File: src/rtl/lsm_pkg.sv
package lsm_pkg;
  localparam int unsigned WORD_BYTES = 4;
  localparam int unsigned WORD_SHIFT = 2;

  typedef enum logic [1:0] {
    ST_IDLE = 2'd0,
    ST_BUSY = 2'd1,
    ST_DONE = 2'd2
  } seq_state_e;
endpackage

File: src/rtl/lsm_list_check.sv
module lsm_list_check #(
  parameter int unsigned NUM_REGS = 16,
  parameter int unsigned LOW_REGS = 8,
  parameter int unsigned LINK_IDX = 14,
  parameter int unsigned PC_IDX   = 15,
  parameter int unsigned CNT_W    = $clog2(NUM_REGS + 1)
) (
  input  logic [NUM_REGS-1:0] list_i,
  input  logic                restrict_i,
  input  logic                load_i,
  output logic [CNT_W-1:0]    cnt_o,
  output logic                empty_o,
  output logic                bad_o
);
  logic [NUM_REGS-1:0] allow;

  // restricted mode: low registers plus one direction-dependent slot
  for (genvar g = 0; g < NUM_REGS; g++) begin : g_allow
    if (g < LOW_REGS) begin : g_low
      assign allow[g] = 1'b1;
    end else if (g == LINK_IDX) begin : g_link
      assign allow[g] = ~load_i;
    end else if (g == PC_IDX) begin : g_pc
      assign allow[g] = load_i;
    end else begin : g_high
      assign allow[g] = 1'b0;
    end
  end

  always_comb begin
    cnt_o = '0;
    for (int i = 0; i < NUM_REGS; i++) begin
      cnt_o = cnt_o + CNT_W'(list_i[i]);
    end
  end

  assign empty_o = ~|list_i;
  assign bad_o   = restrict_i & |(list_i & ~allow);
endmodule

File: src/rtl/lsm_addr_plan.sv
module lsm_addr_plan
  import lsm_pkg::*;
#(
  parameter int unsigned ADDR_W = 32,
  parameter int unsigned CNT_W  = 5
) (
  input  logic [ADDR_W-1:0] base_i,
  input  logic [CNT_W-1:0]  cnt_i,
  input  logic              full_i,
  input  logic              asc_i,
  input  logic              load_i,
  input  logic              restrict_i,
  output logic [ADDR_W-1:0] start_o,
  output logic [ADDR_W-1:0] final_o
);
  logic [ADDR_W-1:0] aligned, span, word;
  logic              eff_full, eff_asc, grow_up, step_first;

  assign aligned    = {base_i[ADDR_W-1:WORD_SHIFT], WORD_SHIFT'(0)};
  assign span       = ADDR_W'(cnt_i) << WORD_SHIFT;
  assign word       = ADDR_W'(WORD_BYTES);
  assign eff_full   = restrict_i | full_i;
  assign eff_asc    = ~restrict_i & asc_i;
  // a load walks the stack opposite to a store of the same shape
  assign grow_up    = eff_asc ^ load_i;
  assign step_first = eff_full ^ load_i;

  always_comb begin
    if (grow_up) begin
      start_o = step_first ? aligned + word : aligned;
      final_o = aligned + span;
    end else begin
      start_o = step_first ? aligned - span : aligned - span + word;
      final_o = aligned - span;
    end
  end
endmodule

File: src/rtl/lsm_pick.sv
module lsm_pick #(
  parameter int unsigned NUM_REGS = 16,
  parameter int unsigned REG_W    = $clog2(NUM_REGS)
) (
  input  logic [NUM_REGS-1:0] mask_i,
  output logic [REG_W-1:0]    idx_o,
  output logic [NUM_REGS-1:0] onehot_o
);
  always_comb begin
    idx_o = '0;
    for (int i = NUM_REGS - 1; i >= 0; i--) begin
      if (mask_i[i]) idx_o = REG_W'(i);
    end
  end

  assign onehot_o = mask_i & ~(mask_i - NUM_REGS'(1));
endmodule

File: src/rtl/lsm_addr_seq.sv
module lsm_addr_seq
  import lsm_pkg::*;
#(
  parameter int unsigned ADDR_W   = 32,
  parameter int unsigned NUM_REGS = 16,
  parameter int unsigned LOW_REGS = 8,
  parameter int unsigned LINK_IDX = 14,
  parameter int unsigned PC_IDX   = 15,
  parameter int unsigned REG_W    = $clog2(NUM_REGS)
) (
  input  logic                clk_i,
  input  logic                rst_ni,
  input  logic                req_valid_i,
  output logic                req_ready_o,
  input  logic [ADDR_W-1:0]   req_base_i,
  input  logic [NUM_REGS-1:0] req_list_i,
  input  logic                req_load_i,
  input  logic                req_full_i,
  input  logic                req_asc_i,
  input  logic                req_wb_i,
  input  logic                req_restrict_i,
  output logic                acc_valid_o,
  input  logic                acc_ready_i,
  output logic [REG_W-1:0]    acc_reg_o,
  output logic [ADDR_W-1:0]   acc_addr_o,
  output logic                acc_load_o,
  output logic                done_o,
  output logic                wb_en_o,
  output logic [ADDR_W-1:0]   wb_value_o,
  output logic                illegal_o,
  output logic                err_o
);
  localparam int unsigned CNT_W = $clog2(NUM_REGS + 1);

  seq_state_e          state_q;
  logic [NUM_REGS-1:0] mask_q, pick_hot, mask_left;
  logic [ADDR_W-1:0]   addr_q, start_addr, final_addr, wb_val_q;
  logic [CNT_W-1:0]    sel_cnt;
  logic                load_q, wb_en_q, illegal_q, err_q;
  logic                list_empty, list_bad, take_req, take_acc;

  lsm_list_check #(
    .NUM_REGS(NUM_REGS), .LOW_REGS(LOW_REGS), .LINK_IDX(LINK_IDX),
    .PC_IDX(PC_IDX), .CNT_W(CNT_W)
  ) u_check (
    .list_i(req_list_i), .restrict_i(req_restrict_i), .load_i(req_load_i),
    .cnt_o(sel_cnt), .empty_o(list_empty), .bad_o(list_bad)
  );

  lsm_addr_plan #(.ADDR_W(ADDR_W), .CNT_W(CNT_W)) u_plan (
    .base_i(req_base_i), .cnt_i(sel_cnt), .full_i(req_full_i),
    .asc_i(req_asc_i), .load_i(req_load_i), .restrict_i(req_restrict_i),
    .start_o(start_addr), .final_o(final_addr)
  );

  lsm_pick #(.NUM_REGS(NUM_REGS), .REG_W(REG_W)) u_pick (
    .mask_i(mask_q), .idx_o(acc_reg_o), .onehot_o(pick_hot)
  );

  assign req_ready_o = (state_q == ST_IDLE);
  assign acc_valid_o = (state_q == ST_BUSY);
  assign done_o      = (state_q == ST_DONE);
  assign acc_addr_o  = addr_q;
  assign acc_load_o  = load_q;
  assign wb_en_o     = wb_en_q;
  assign wb_value_o  = wb_val_q;
  assign illegal_o   = illegal_q;
  assign err_o       = err_q;

  assign take_req  = req_valid_i & req_ready_o;
  assign take_acc  = acc_valid_o & acc_ready_i;
  assign mask_left = mask_q & ~pick_hot;

  always_ff @(posedge clk_i or negedge rst_ni) begin
    if (!rst_ni) begin
      state_q   <= ST_IDLE;
      mask_q    <= '0;
      addr_q    <= '0;
      load_q    <= 1'b0;
      wb_en_q   <= 1'b0;
      wb_val_q  <= '0;
      illegal_q <= 1'b0;
      err_q     <= 1'b0;
    end else begin
      unique case (state_q)
        ST_IDLE: if (take_req) begin
          mask_q    <= req_list_i;
          addr_q    <= start_addr;
          load_q    <= req_load_i;
          wb_val_q  <= final_addr;
          illegal_q <= list_empty;
          err_q     <= list_bad;
          wb_en_q   <= ~list_empty & ~list_bad & (req_wb_i | req_restrict_i);
          state_q   <= (list_empty | list_bad) ? ST_DONE : ST_BUSY;
        end
        ST_BUSY: if (take_acc) begin
          mask_q <= mask_left;
          addr_q <= addr_q + ADDR_W'(WORD_BYTES);
          if (mask_left == '0) state_q <= ST_DONE;
        end
        ST_DONE: state_q <= ST_IDLE;
        default: state_q <= ST_IDLE;
      endcase
    end
  end

  // access port holds while stalled
  assert_hold_R9: assert property (@(posedge clk_i) disable iff (!rst_ni)
    (acc_valid_o && !acc_ready_i) |=> (acc_valid_o && $stable(acc_addr_o) && $stable(acc_reg_o)));

  assert_step_R2: assert property (@(posedge clk_i) disable iff (!rst_ni)
    (acc_valid_o && acc_ready_i) |=> (!acc_valid_o || acc_addr_o == $past(acc_addr_o) + ADDR_W'(4)));

  assert_order_R1: assert property (@(posedge clk_i) disable iff (!rst_ni)
    (acc_valid_o && acc_ready_i) |=> (!acc_valid_o || acc_reg_o > $past(acc_reg_o)));

  assert_align_R5: assert property (@(posedge clk_i) disable iff (!rst_ni)
    acc_valid_o |-> (acc_addr_o[1:0] == 2'b00));

  assert_pulse_R10: assert property (@(posedge clk_i) disable iff (!rst_ni)
    done_o |=> (!done_o && req_ready_o));

  assert_excl_R10: assert property (@(posedge clk_i) disable iff (!rst_ni)
    !(req_ready_o && acc_valid_o));

  assert_empty_R6: assert property (@(posedge clk_i) disable iff (!rst_ni)
    (done_o && illegal_o) |-> !wb_en_o);

  assert_bad_R8: assert property (@(posedge clk_i) disable iff (!rst_ni)
    (done_o && err_o) |-> (!wb_en_o && !illegal_o));

  assert_noacc_R6: assert property (@(posedge clk_i) disable iff (!rst_ni)
    (req_ready_o && req_valid_i && req_list_i == '0) |=> (!acc_valid_o && done_o));
endmodule

File: config.mk
export PLATFORM = sky130hd
export DESIGN_NAME = lsm_addr_seq
export DESIGN_NICKNAME = d
export VERILOG_FILES = /design/src/rtl/lsm_pkg.sv /design/src/rtl/lsm_list_check.sv /design/src/rtl/lsm_addr_plan.sv /design/src/rtl/lsm_pick.sv /design/src/rtl/lsm_addr_seq.sv
export SDC_FILE = /design/constraint.sdc
export NUM_CORES = 1
export LEC_CHECK = 0
export BUFFER_PORTS_ARGS = -buffer_cell sky130_fd_sc_hd__buf_2
export CELL_PAD_IN_SITES_DETAIL_PLACEMENT = 0
export CELL_PAD_IN_SITES_GLOBAL_PLACEMENT = 1
export CORE_MARGIN = 2
export CORE_UTILIZATION = 42
export CTS_BUF_LIST = sky130_fd_sc_hd__clkbuf_4 sky130_fd_sc_hd__clkbuf_8 sky130_fd_sc_hd__clkbuf_16
export DETAILED_ROUTE_END_ITERATION = 10
export PLACE_DENSITY_LB_ADDON = 0.1
export SLEW_MARGIN = 10
export SYNTH_ARGS = -nofsm -noshare
export SYNTH_HDL_FRONTEND = slang
export SYNTH_SLANG_ARGS = --single-unit
export TNS_END_PERCENT = 50
File: constraint.sdc
create_clock -name clk_i -period 3.5 [get_ports clk_i]
set_input_delay 0.525 -clock clk_i [delete_from_list [all_inputs] [get_ports clk_i]]
set_output_delay 0.525 -clock clk_i [all_outputs]
set_load 0.005 [all_outputs]
==> flow_metrics.tcl <==
set metrics [dict create \
    status "finished, violations left" \
    violations "negative setup slack" \
    synth_top_cell_area_share 0.264 \
    wl_um 27000 \
    clock-sinks 82 \
    yosys_most_used_dff "dfrtp_1" \
    setup_viol 60 \
    grt_pass1_wl_um 43400 \
    track_usage 0.276 \
    synthXorXnorAreaFrac 0.121 \
    synth_area_leader_cell "dfrtp_1" \
    powerDensity_nw_per_um2 807 \
    synthCells 1034 \
    synth-compound-area-share 0.205 \
    netlist_top_cells_area "dfrtp_1, nand2_1, xnor2_1" \
    core_um2 18000 \
    synth_top_family_by_area "simple AND/OR/NAND/NOR gates" \
    die_area_um2 19600 \
    grt_pass1_vias 7998 \
    clk_latency_ns 0.36 \
    finalCritPeriodShare 1.88 \
    cp_slowest_cell "fa_2" \
    fin_ws_ns -3.10 \
    drcViolationCount 0 \
    use_met1 0.423 \
    cts_max_path_buffers 2 \
    io_buffers 125 \
    syn_to_final_growth_pct 40.6 \
    ys_top_cells_by_count "nand2_1, nor2_1, o21ai_0" \
    die_w_um 140 \
    drv_slew 0 \
    initial_core_util 0.431 \
    synth-adder-area-share 0.0648 \
    place.gp.congestion 0.858 \
    fmax_mhz 152 \
    grt_util_met3 0.0400 \
    peakVddDrop_mv 0.572 \
    final-hold-violation-count 0 \
    clk_pin_slew_ns 0.07 \
    hold_ws_ns 0.225 \
    cts_tree "built" \
    dpl.hpwl_um 20400 \
    synth_seq_cells 82 \
    worstPathArrival_ns 6.83 \
    synth_cell_types 78 \
    yosysMostFrequentCell "nand2_1" \
    cts_buffers 9 \
    antenna_found_initial 0 \
    viasPerCell 5.56 \
    drtIter0Drc 588 \
    drtAntennaViolNets 0 \
    synth-edff-count 0 \
    via_count 8450 \
    final_layout_size_suffix_gt1_frac 0.365 \
    grt_max_degree 63 \
    final.setup_skew_ns 0.00717 \
    pin_count 132 \
    antenna_cells 0 \
    synthMuxAreaShare 0.0164 \
    wl_per_cell_um 17.8 \
    crit_fanout 4 \
    synth-simple-area-share 0.268 \
    maxCapViolCount 0 \
    cts.root.buffer_cell "clkbuf_16" \
    hold_path_class "input pin to asynchronous set/reset pin" \
    final_util 0.605 \
    rsz0062_at_grt "true" \
    p_leak_nw 4.71 \
    syn_area_per_cell_um2 7.51 \
    fp.dieH_um 140 \
    netlist_area_um2 7760 \
    cp-start-kind "input pin" \
    max_slew_margin 0.486 \
    async_flop_share 1.00 \
    floorplan.rows 49 \
    grtUsageMet2 0.408 \
    synth_seq_area_share 0.264 \
    htreeDepth 3 \
    nets 1377 \
    grt-busiest-layer "met1" \
    ys_warn_count 0 \
    crit_type "input pin to flop" \
    worst-slew-pin-transition_ns 0.771 \
    required_ns 3.73 \
    firstDrtPassIters 5 \
    worstSetupEndpointType "flop" \
    grt-ovfl-total 0 \
    period_minus_slack_ns 6.60 \
    critPathMaxStageDelay_ns 0.56 \
]
state kept, by name, summed over array words and instances (netlist names):
signal      count
acc_addr_o     30
acc_load_o      1
err_o           1
illegal_o       1
mask_q         16
state_q         2
wb_en_o         1
wb_value_o     30
critical path: cells and delay by family:
kind / cells / cell delay (ns)
AND/OR/NAND/NOR: 6 / 1.52
adder cells (fa/ha/maj): 8 / 3.18
XOR/XNOR: 2 / 0.31
buffers and inverters: 5 / 0.48
AO/OA/AOI/OAI: 4 / 0.79
power by group:
part | internal (W) | switching [W] | total [W]
clock network | 0.000563 | 0.000436 | 0.000999
logic | 0.00288 | 0.00300 | 0.00587
registers | 0.00141 | 0.000520 | 0.00193
total | 0.00485 | 0.00395 | 0.00880
area by class of cell:
type,count,area [um2]
Inverter,45,191
Tap cell,229,287
Sequential cell,82,2050
Multi-Input combinational cell,840,5960
Fill cell,1642,7110
Clock buffer,10,233
Timing Repair Buffer,309,2120
Clock inverter,6,65.1
worst paths after layout:
| kind | slack [ns] | to | depth (start not counted) | startpoint |
|---|---|---|---|---|
| min reg2reg | 0.48 | wb_value_o[31]$_DFFE_PN0P_ | 2 | wb_value_o[31]$_DFFE_PN0P_ |
| max in group asynchronous | 2.55 | acc_addr_o[25]$_DFFE_PN0P_ | 2 | rst_ni |
| max | -3.10 | acc_addr_o[31]$_DFFE_PN0P_ | 25 | req_list_i[1] |
| min | 0.23 | wb_value_o[4]$_DFFE_PN0P_ | 1 | rst_ni |
| min in group clk_i | 0.43 | wb_en_o$_DFFE_PN0P_ | 3 | req_wb_i |
| max reg2reg | 0.46 | state_q[0]$_DFFE_PN0P_ | 10 | mask_q[0]$_DFFE_PN0P_ |
through the flow:
step                      power [W]  setup WS, ns  cell area [um2]  instances  setup TNS, ns
after global placement      0.00679         -3.47             9890       1488        -162.67
final                       0.00880         -3.10            10900       1521        -138.33
after detailed placement    0.00686         -3.55             9890       1488        -166.16
after floorplan             0.00461         -3.09             7990       1037        -125.91
after CTS                   0.00838         -3.02            10600       1515        -134.51
after global routing        0.00953         -3.31            10900       1521        -149.26
what timing repair did:
| item | CTS | global route |
|---|---|---|
| buffers inserted | 14 | 9 |
| hold buffers | 0 | 0 |
| gates resized for setup | 96 | 76 |
| pin swaps | 61 | 65 |
| endpoints found under the setup margin | 60 | 61 |
cell usage in the layout (no fill, tap or decap), drive strengths merged, types with 4 or more instances in the layout:
| cell | n |
|---|---|
| inv | 45 |
| nor3 | 33 |
| o21bai | 8 |
| or4 | 7 |
| buf | 309 |
| nor2 | 97 |
| nor4 | 16 |
| a21o | 4 |
| mux2i | 6 |
| clkbuf | 10 |
| nand2b | 7 |
| nand3 | 37 |
| a221oi | 4 |
| a22oi | 4 |
| a21oi | 78 |
| a32o | 4 |
| fa | 12 |
| xor2 | 52 |
| o21ai | 99 |
| o211ai | 6 |
| dfrtp | 82 |
| or3 | 10 |
| mux2 | 4 |
| and4 | 10 |
| nor2b | 8 |
| o31ai | 9 |
| xnor2 | 55 |
| or2 | 4 |
| nand2 | 131 |
| and3 | 11 |
| o22ai | 12 |
| and2 | 11 |
| ha | 21 |
| a31oi | 7 |
| nor4b | 4 |
| nand4 | 22 |
| clkinv | 4 |
| conb | 4 |
cells by family after synthesis:
group / count (synthesis)
xor gates and xnor gates: 107
buffers and inverters: 115
adders and majority gates: 33
DFF: 82
muxes: 11
other: 1
and+or+nand+nor: 419
AOI/OAI and AO/OA: 266
routing by layer:
| metal | vias to the layer above | part of all wire | wire (um) |
|---|---|---|---|
| li1 | 4161 | - | - |
| met2 | 263 | 0.44 | 11800 |
| met1 | 4002 | 0.50 | 13400 |
| met4 | 0 | 0.012 | 329 |
| met3 | 24 | 0.055 | 1500 |
| met5 | - | 0 | 0 |
Note: power is estimated with default switching activity, not from simulation.
